## config.mk

```make
export PLATFORM = sky130hd
export DESIGN_NAME = sync_agent
export DESIGN_NICKNAME = d
export VERILOG_FILES = /design/src/rtl/sync_agent_pkg.sv /design/src/rtl/sync_cmd_decode.sv /design/src/rtl/sync_tick_cnt.sv /design/src/rtl/sync_agent.sv
export SDC_FILE = /design/constraint.sdc
export NUM_CORES = 1
export LEC_CHECK = 0
export BUFFER_PORTS_ARGS = -buffer_cell sky130_fd_sc_hd__buf_4
export CORE_MARGIN = 5
export CORE_UTILIZATION = 48
export CTS_CLUSTER_SIZE = 20
export DETAILED_ROUTE_END_ITERATION = 12
export MAX_ROUTING_LAYER = met4
export PLACE_DENSITY = 0.86
export SYNTH_ARGS = -nofsm -noshare
export SYNTH_HDL_FRONTEND = slang
export SYNTH_SLANG_ARGS = --single-unit
```

## constraint.sdc

```tcl
create_clock -name clk -period 1.87 [get_ports clk]
set_input_delay 0.374 -clock clk [delete_from_list [all_inputs] [get_ports clk]]
set_output_delay 0.374 -clock clk [all_outputs]
set_load 0.01 [all_outputs]
```

## src/rtl/sync_agent_pkg.sv

```systemverilog
package sync_agent_pkg;

    typedef enum logic [1:0] {
        VAR_MOVER    = 2'd0,
        VAR_COMPUTE  = 2'd1,
        VAR_COMPUTE0 = 2'd2
    } variant_e;

    localparam logic [7:0] CODE_DONE  = 8'h00;
    localparam logic [7:0] CODE_LOAD  = 8'h01;
    localparam logic [7:0] CODE_PARK  = 8'h02;
    localparam logic [7:0] CODE_CLEAR = 8'h03;
    localparam logic [7:0] CODE_INIT  = 8'h40;
    localparam logic [7:0] CODE_GO    = 8'h80;

    typedef enum logic [2:0] {
        S_INIT,
        S_REPORT,
        S_POLL,
        S_ARMED,
        S_LAUNCH,
        S_WAITK,
        S_DRAIN,
        S_CLEAR
    } agent_state_e;

endpackage

```

## src/rtl/sync_cmd_decode.sv

```systemverilog
module sync_cmd_decode
    import sync_agent_pkg::*;
#(
    parameter variant_e VARIANT = VAR_COMPUTE0
) (
    input  logic [7:0] cmd,
    output logic       is_go,
    output logic       is_load,
    output logic       is_clear
);
    generate
        if (VARIANT == VAR_MOVER) begin : g_mover
            assign is_load  = (cmd == CODE_LOAD);
            assign is_clear = 1'b0;
        end else if (VARIANT == VAR_COMPUTE0) begin : g_core0
            assign is_load  = 1'b0;
            assign is_clear = (cmd == CODE_CLEAR);
        end else begin : g_compute
            assign is_load  = 1'b0;
            assign is_clear = 1'b0;
        end
    endgenerate

    assign is_go = (cmd == CODE_GO);
endmodule

```

## src/rtl/sync_tick_cnt.sv

```systemverilog
module sync_tick_cnt #(
    parameter int W = 10
) (
    input  logic         clk,
    input  logic         rst_n,
    input  logic         clr,
    input  logic         inc,
    output logic [W-1:0] cnt
);
    logic [W-1:0] cnt_d, cnt_q;

    always_comb begin
        cnt_d = cnt_q;
        if (clr)      cnt_d = '0;
        else if (inc) cnt_d = cnt_q + 1'b1;
    end

    always_ff @(posedge clk) begin
        if (!rst_n) cnt_q <= '0;
        else        cnt_q <= cnt_d;
    end

    assign cnt = cnt_q;
endmodule

```

## src/rtl/sync_agent.sv

```systemverilog
module sync_agent
    import sync_agent_pkg::*;
#(
    parameter variant_e VARIANT   = VAR_COMPUTE0,
    parameter int       NUM_BUF   = 8,
    parameter int       INIT_WAIT = 600,
    localparam int      IDX_W     = (NUM_BUF > 1) ? $clog2(NUM_BUF) : 1
) (
    input  logic             clk,
    input  logic             rst_n,
    input  logic [7:0]       sync_rd,
    output logic             sync_we,
    output logic [7:0]       sync_wd,
    output logic             kern_start,
    input  logic             kern_done,
    input  logic             pipe_idle,
    output logic             clr_en,
    output logic [IDX_W-1:0] clr_idx
);
    localparam bit IS_COMPUTE = (VARIANT != VAR_MOVER);
    localparam int LIMIT      = IS_COMPUTE ? INIT_WAIT : 1;
    localparam int CNT_MAX    = (LIMIT > NUM_BUF) ? LIMIT : NUM_BUF;
    localparam int CNT_W      = $clog2(CNT_MAX + 1);
    localparam logic [CNT_W-1:0] INIT_LAST = CNT_W'(LIMIT - 1);
    localparam logic [CNT_W-1:0] CLR_LAST  = CNT_W'(NUM_BUF - 1);

    typedef struct packed {
        agent_state_e st;
    } fsm_t;

    fsm_t             r_d, r_q;
    logic             go_hit, load_hit, clear_hit;
    logic             cnt_clr, cnt_inc;
    logic [CNT_W-1:0] cnt;

    sync_cmd_decode #(.VARIANT(VARIANT)) u_dec (
        .cmd      (sync_rd),
        .is_go    (go_hit),
        .is_load  (load_hit),
        .is_clear (clear_hit)
    );

    sync_tick_cnt #(.W(CNT_W)) u_cnt (
        .clk   (clk),
        .rst_n (rst_n),
        .clr   (cnt_clr),
        .inc   (cnt_inc),
        .cnt   (cnt)
    );

    always_comb begin
        r_d     = r_q;
        cnt_inc = 1'b0;
        cnt_clr = 1'b1;
        unique case (r_q.st)
            S_INIT: begin
                if (cnt == INIT_LAST) begin
                    r_d.st = S_REPORT;
                end else begin
                    cnt_inc = 1'b1;
                    cnt_clr = 1'b0;
                end
            end
            S_REPORT: r_d.st = S_POLL;
            S_POLL: begin
                if (go_hit)         r_d.st = S_LAUNCH;
                else if (load_hit)  r_d.st = S_ARMED;
                else if (clear_hit) r_d.st = S_CLEAR;
            end
            S_ARMED: begin
                if (go_hit) r_d.st = S_LAUNCH;
            end
            S_LAUNCH: r_d.st = S_WAITK;
            S_WAITK: begin
                if (kern_done) r_d.st = IS_COMPUTE ? S_DRAIN : S_REPORT;
            end
            S_DRAIN: begin
                if (pipe_idle) r_d.st = S_REPORT;
            end
            S_CLEAR: begin
                if (cnt == CLR_LAST) begin
                    r_d.st = S_REPORT;
                end else begin
                    cnt_inc = 1'b1;
                    cnt_clr = 1'b0;
                end
            end
            default: r_d.st = S_INIT;
        endcase
    end

    always_ff @(posedge clk) begin
        if (!rst_n) r_q.st <= S_INIT;
        else        r_q    <= r_d;
    end

    assign sync_we    = (r_q.st == S_REPORT);
    assign sync_wd    = CODE_DONE;
    assign kern_start = (r_q.st == S_LAUNCH);
    assign clr_en     = (r_q.st == S_CLEAR);
    assign clr_idx    = cnt[IDX_W-1:0];
endmodule

```

==> impl_metrics.json <==
{
  "remaining_drc_errors": 0,
  "synth_xor_area_share_pct": 8.90,
  "die_height_um": 50.5,
  "cts_setup_buffers": 0,
  "detail-route-antenna-nets": 0,
  "fp-row-count": 14,
  "p_leak_nw": 0.370,
  "finalCritPeriodShare_pct": 91.6,
  "cpPeakStageDelay_ns": 0.40,
  "seq_power_share_pct": 41.9,
  "num_vias": 650,
  "crit_chain": "or3_4, o2bb2ai_1, a32oi_2, nor2_1, o211a_1",
  "initial_utilization_pct": 51.6,
  "synth_cells": 92,
  "syn-cell-area_um2": 787,
  "post-synth-top-area-cell": "sky130_fd_sc_hd__dfxtp_1",
  "end_kind": "register",
  "critPathBufInv": 0,
  "placed_instance_area_um2": 870,
  "r2r_slack_ns": 0.16,
  "register_area_um2": 260,
  "critical-path-top-delay-family": "compound AO/OA/AOI/OAI gates",
  "die_width_um": 50.5,
  "worstRegToRegCells": 5,
  "clock_path_buffers": 2,
  "outcome": "completed",
  "finalWorstSetupSlack_ns": 0.157,
  "worst_skew_pair_later_pin_latency_ns": 0.28,
  "seq_area_frac_synth_pct": 33.1,
  "timing_hold_violations_final": 0,
  "drv_slew": 0,
  "design.die.area_mm2": 0.00255,
  "irDropWorstVdd_mv": 0.609,
  "post_synth_main_area_contributors": "sky130_fd_sc_hd__dfxtp_1 (33%), sky130_fd_sc_hd__buf_4 (10%), sky130_fd_sc_hd__nor2_1 (6.7%)",
  "worst_clock_skew_ns": 0.00219,
  "clock_tree_sinks": 13,
  "drv_cap": 0,
  "worstReg2RegStart": "r_q[0]",
  "report.final.setup_viol": 0,
  "multi_input_area_um2": 450,
  "post-layout-total-power_mw": 0.878,
  "max_freq_ghz": 0.584,
  "setup_tns_ns": 0,
  "yosysWarnings": 0,
  "num_io_pins": 26,
  "first_global_vias": 632,
  "route.final.wire_length_um": 1480,
  "largest_net_degree_at_the_start_of_global_routing": 11,
  "grt_usage_pct": 13.8,
  "layoutNonFillerInstCount": 124,
  "setup.worst_path.start_class": "register",
  "number_of_antenna_violations_at_the_first_check_in_global_routing": 0,
  "synth-seq-cells": 13,
  "ctsHoldBuffers": 0,
  "worst-endpoint-required_ns": 2.05,
  "grt_pass1_wl_um": 2660,
  "muxShareOfSynthArea_pct": 2.54,
  "power_report.internal_total_mw": 0.571,
  "final_layout_size_suffix_gt1_share_pct": 25.0,
  "n_antenna_cell": 0,
  "core_area_mm2": 0.00152,
  "finalNetCount": 122,
  "worstPathMaxFanout": 9,
  "pwr-share-clk_pct": 19.8,
  "power_density_mw_per_mm2": 980,
  "crit_cells": 5,
  "drt_iter0_drc": 3,
  "postSynthAreaPerCell_um2": 8.55,
  "worst-setup-path-type": "reg2reg",
  "grt-ovfl-total": 0,
  "drt_first_pass_iters": 4,
  "fin_area_um2": 896,
  "cts_resized": 0,
  "final.min_clock_period_ns": 1.71,
  "critical_path.endpoint": "r_q[1]",
  "net_switching_share_of_the_total_power_pct": 35.0,
  "path_clk_slew_ns": 0.08,
  "clock-root-buffer": "sky130_fd_sc_hd__clkbuf_4",
  "fillers": 140,
  "area_growth_pct": 13.8,
  "tritoncts": "yes",
  "synth.lib_cells_used.distinct": 33,
  "worst_endpoint_data_arrival_time_ns": 1.89,
  "dp_cells": 120,
  "hpwl_um": 1170,
  "drt-vias-per-instance": 5.24,
  "compound_gate_portion_of_the_synthesized_area_pct": 8.90,
  "tritoncts.num_buffers": 3,
  "synth_top_area_share_pct": 33.1,
  "dp_slack_ns": -0.0322,
  "main_combinational_cell_family_by_area_after_synthesis": "simple AND/OR/NAND/NOR gates",
  "timing.critical_path.slowest_stage_cell": "sky130_fd_sc_hd__or3_4",
  "synth_simple_gate_area_share_pct": 31.5,
  "route.detailed.wl_per_inst_um": 11.9,
  "min-delay-path-class": "in2reg",
  "gpl.final_weighted_congestion": 0.760,
  "synth_fa_ha_area_share_pct": 1.59,
  "io_buffers": 17,
  "maximum_level_of_the_cts_h_tree": 1,
  "worst_r2r_endpoint": "r_q[1]",
  "setup.worst_path.start": "r_q[0]",
  "combinational_group_share_of_total_power_pct": 38.3,
  "rsz0062_at_grt": "false",
  "net-switching-power_mw": 0.307
}
[through the flow]
step / hold WS (ns) / utilization, %
global route: 0.372 / 58.8
CTS: 0.372 / 58.8
finish: 0.379 / 58.8
global placement: 0.444 / 57.1
floorplan: 0.430 / -
detailed placement: 0.460 / 57.1
[cell usage in the layout, fill, tap and decap left out, types with 2 or more instances in the layout]
master	synthesis	final
sky130_fd_sc_hd__nand2_1	8	8
sky130_fd_sc_hd__nor2_1	14	14
sky130_fd_sc_hd__nand4_1	2	2
sky130_fd_sc_hd__xnor2_1	4	4
sky130_fd_sc_hd__nand2b_1	3	3
sky130_fd_sc_hd__dfxtp_1	13	13
sky130_fd_sc_hd__xor2_1	4	4
sky130_fd_sc_hd__clkbuf_4	0	3
sky130_fd_sc_hd__conb_1	1	8
sky130_fd_sc_hd__o2bb2ai_1	2	2
sky130_fd_sc_hd__nor3b_1	2	2
sky130_fd_sc_hd__mux2i_1	2	2
sky130_fd_sc_hd__buf_4	11	18
sky130_fd_sc_hd__nand3_1	6	6
[power by group through the flow]
stage          sequential, mW  clock (mW)  combinational [mW]
2_1_floorplan           0.350           0               0.297
3_3_place_gp            0.372           0               0.329
3_5_place_dp            0.374           0               0.337
4_1_cts                 0.368       0.181               0.339
5_1_grt                 0.379       0.192               0.372
6_report                0.367       0.174               0.336
[cell usage after synthesis, drive strengths merged]
cell type / n
buf: 13
a32oi: 1
o211a: 1
or4: 1
and3: 1
o31ai: 1
nor4: 1
nand4: 2
xor2: 4
nor3b: 2
nand4bb: 1
dfxtp: 13
nor2: 14
or3b: 1
o22ai: 1
nand3: 6
inv: 1
conb: 1
mux2i: 2
nor3: 2
and2: 1
xnor2: 4
o2bb2ai: 2
or3: 2
nand2b: 3
ha: 1
nand2: 9
a211oi: 1
[worst min path at each step]
stage                     slack (ns)           end  depth (start not counted)         start
after floorplan                 0.43  u_cnt.cnt[0]                          1  u_cnt.cnt[0]
after global placement          0.44  u_cnt.cnt[0]                          1  u_cnt.cnt[0]
after detailed placement        0.46  u_cnt.cnt[0]                          1  u_cnt.cnt[0]
after CTS                       0.37        r_q[1]                          2         rst_n
after global routing            0.37        r_q[1]                          2         rst_n
final                           0.38        r_q[1]                          2         rst_n
[routing by layer]
metal | global-route usage [%] | vias to the layer above | wire [um]
met5 | - | - | 0
met4 | 6.38 | 0 | 23
met3 | 4.73 | 4 | 117
met2 | 22.3 | 25 | 715
met1 | 15.0 | 292 | 624
li1 | - | 329 | -
[cells by family (layout without fill, tap and decap cells)]
kind of cell    count (synthesis)  count (layout)
flops                          13              13
mux                             2               2
buf+inv                        14              23
other cells                     1               8
simple gates                   46              46
compound gates                  7               7
xor+xnor                        8               8
fa+ha+maj                       1               1
[sequential cells by signal (all words and copies together), names as in the netlist]
register,flops
r_q,3
u_cnt.cnt,10
[area by class of cell]
| type | instances | share of cell area [%] |
|---|---|---|
| inverter | 1 | 0.419 |
| multi-input combinational | 72 | 50.3 |
| timing repair buffer | 18 | 15.1 |
| clock buffer | 4 | 2.93 |
| sequential | 13 | 29.1 |
| tap | 16 | 2.23 |
No activity file was read; power rests on OpenSTA's default activity.
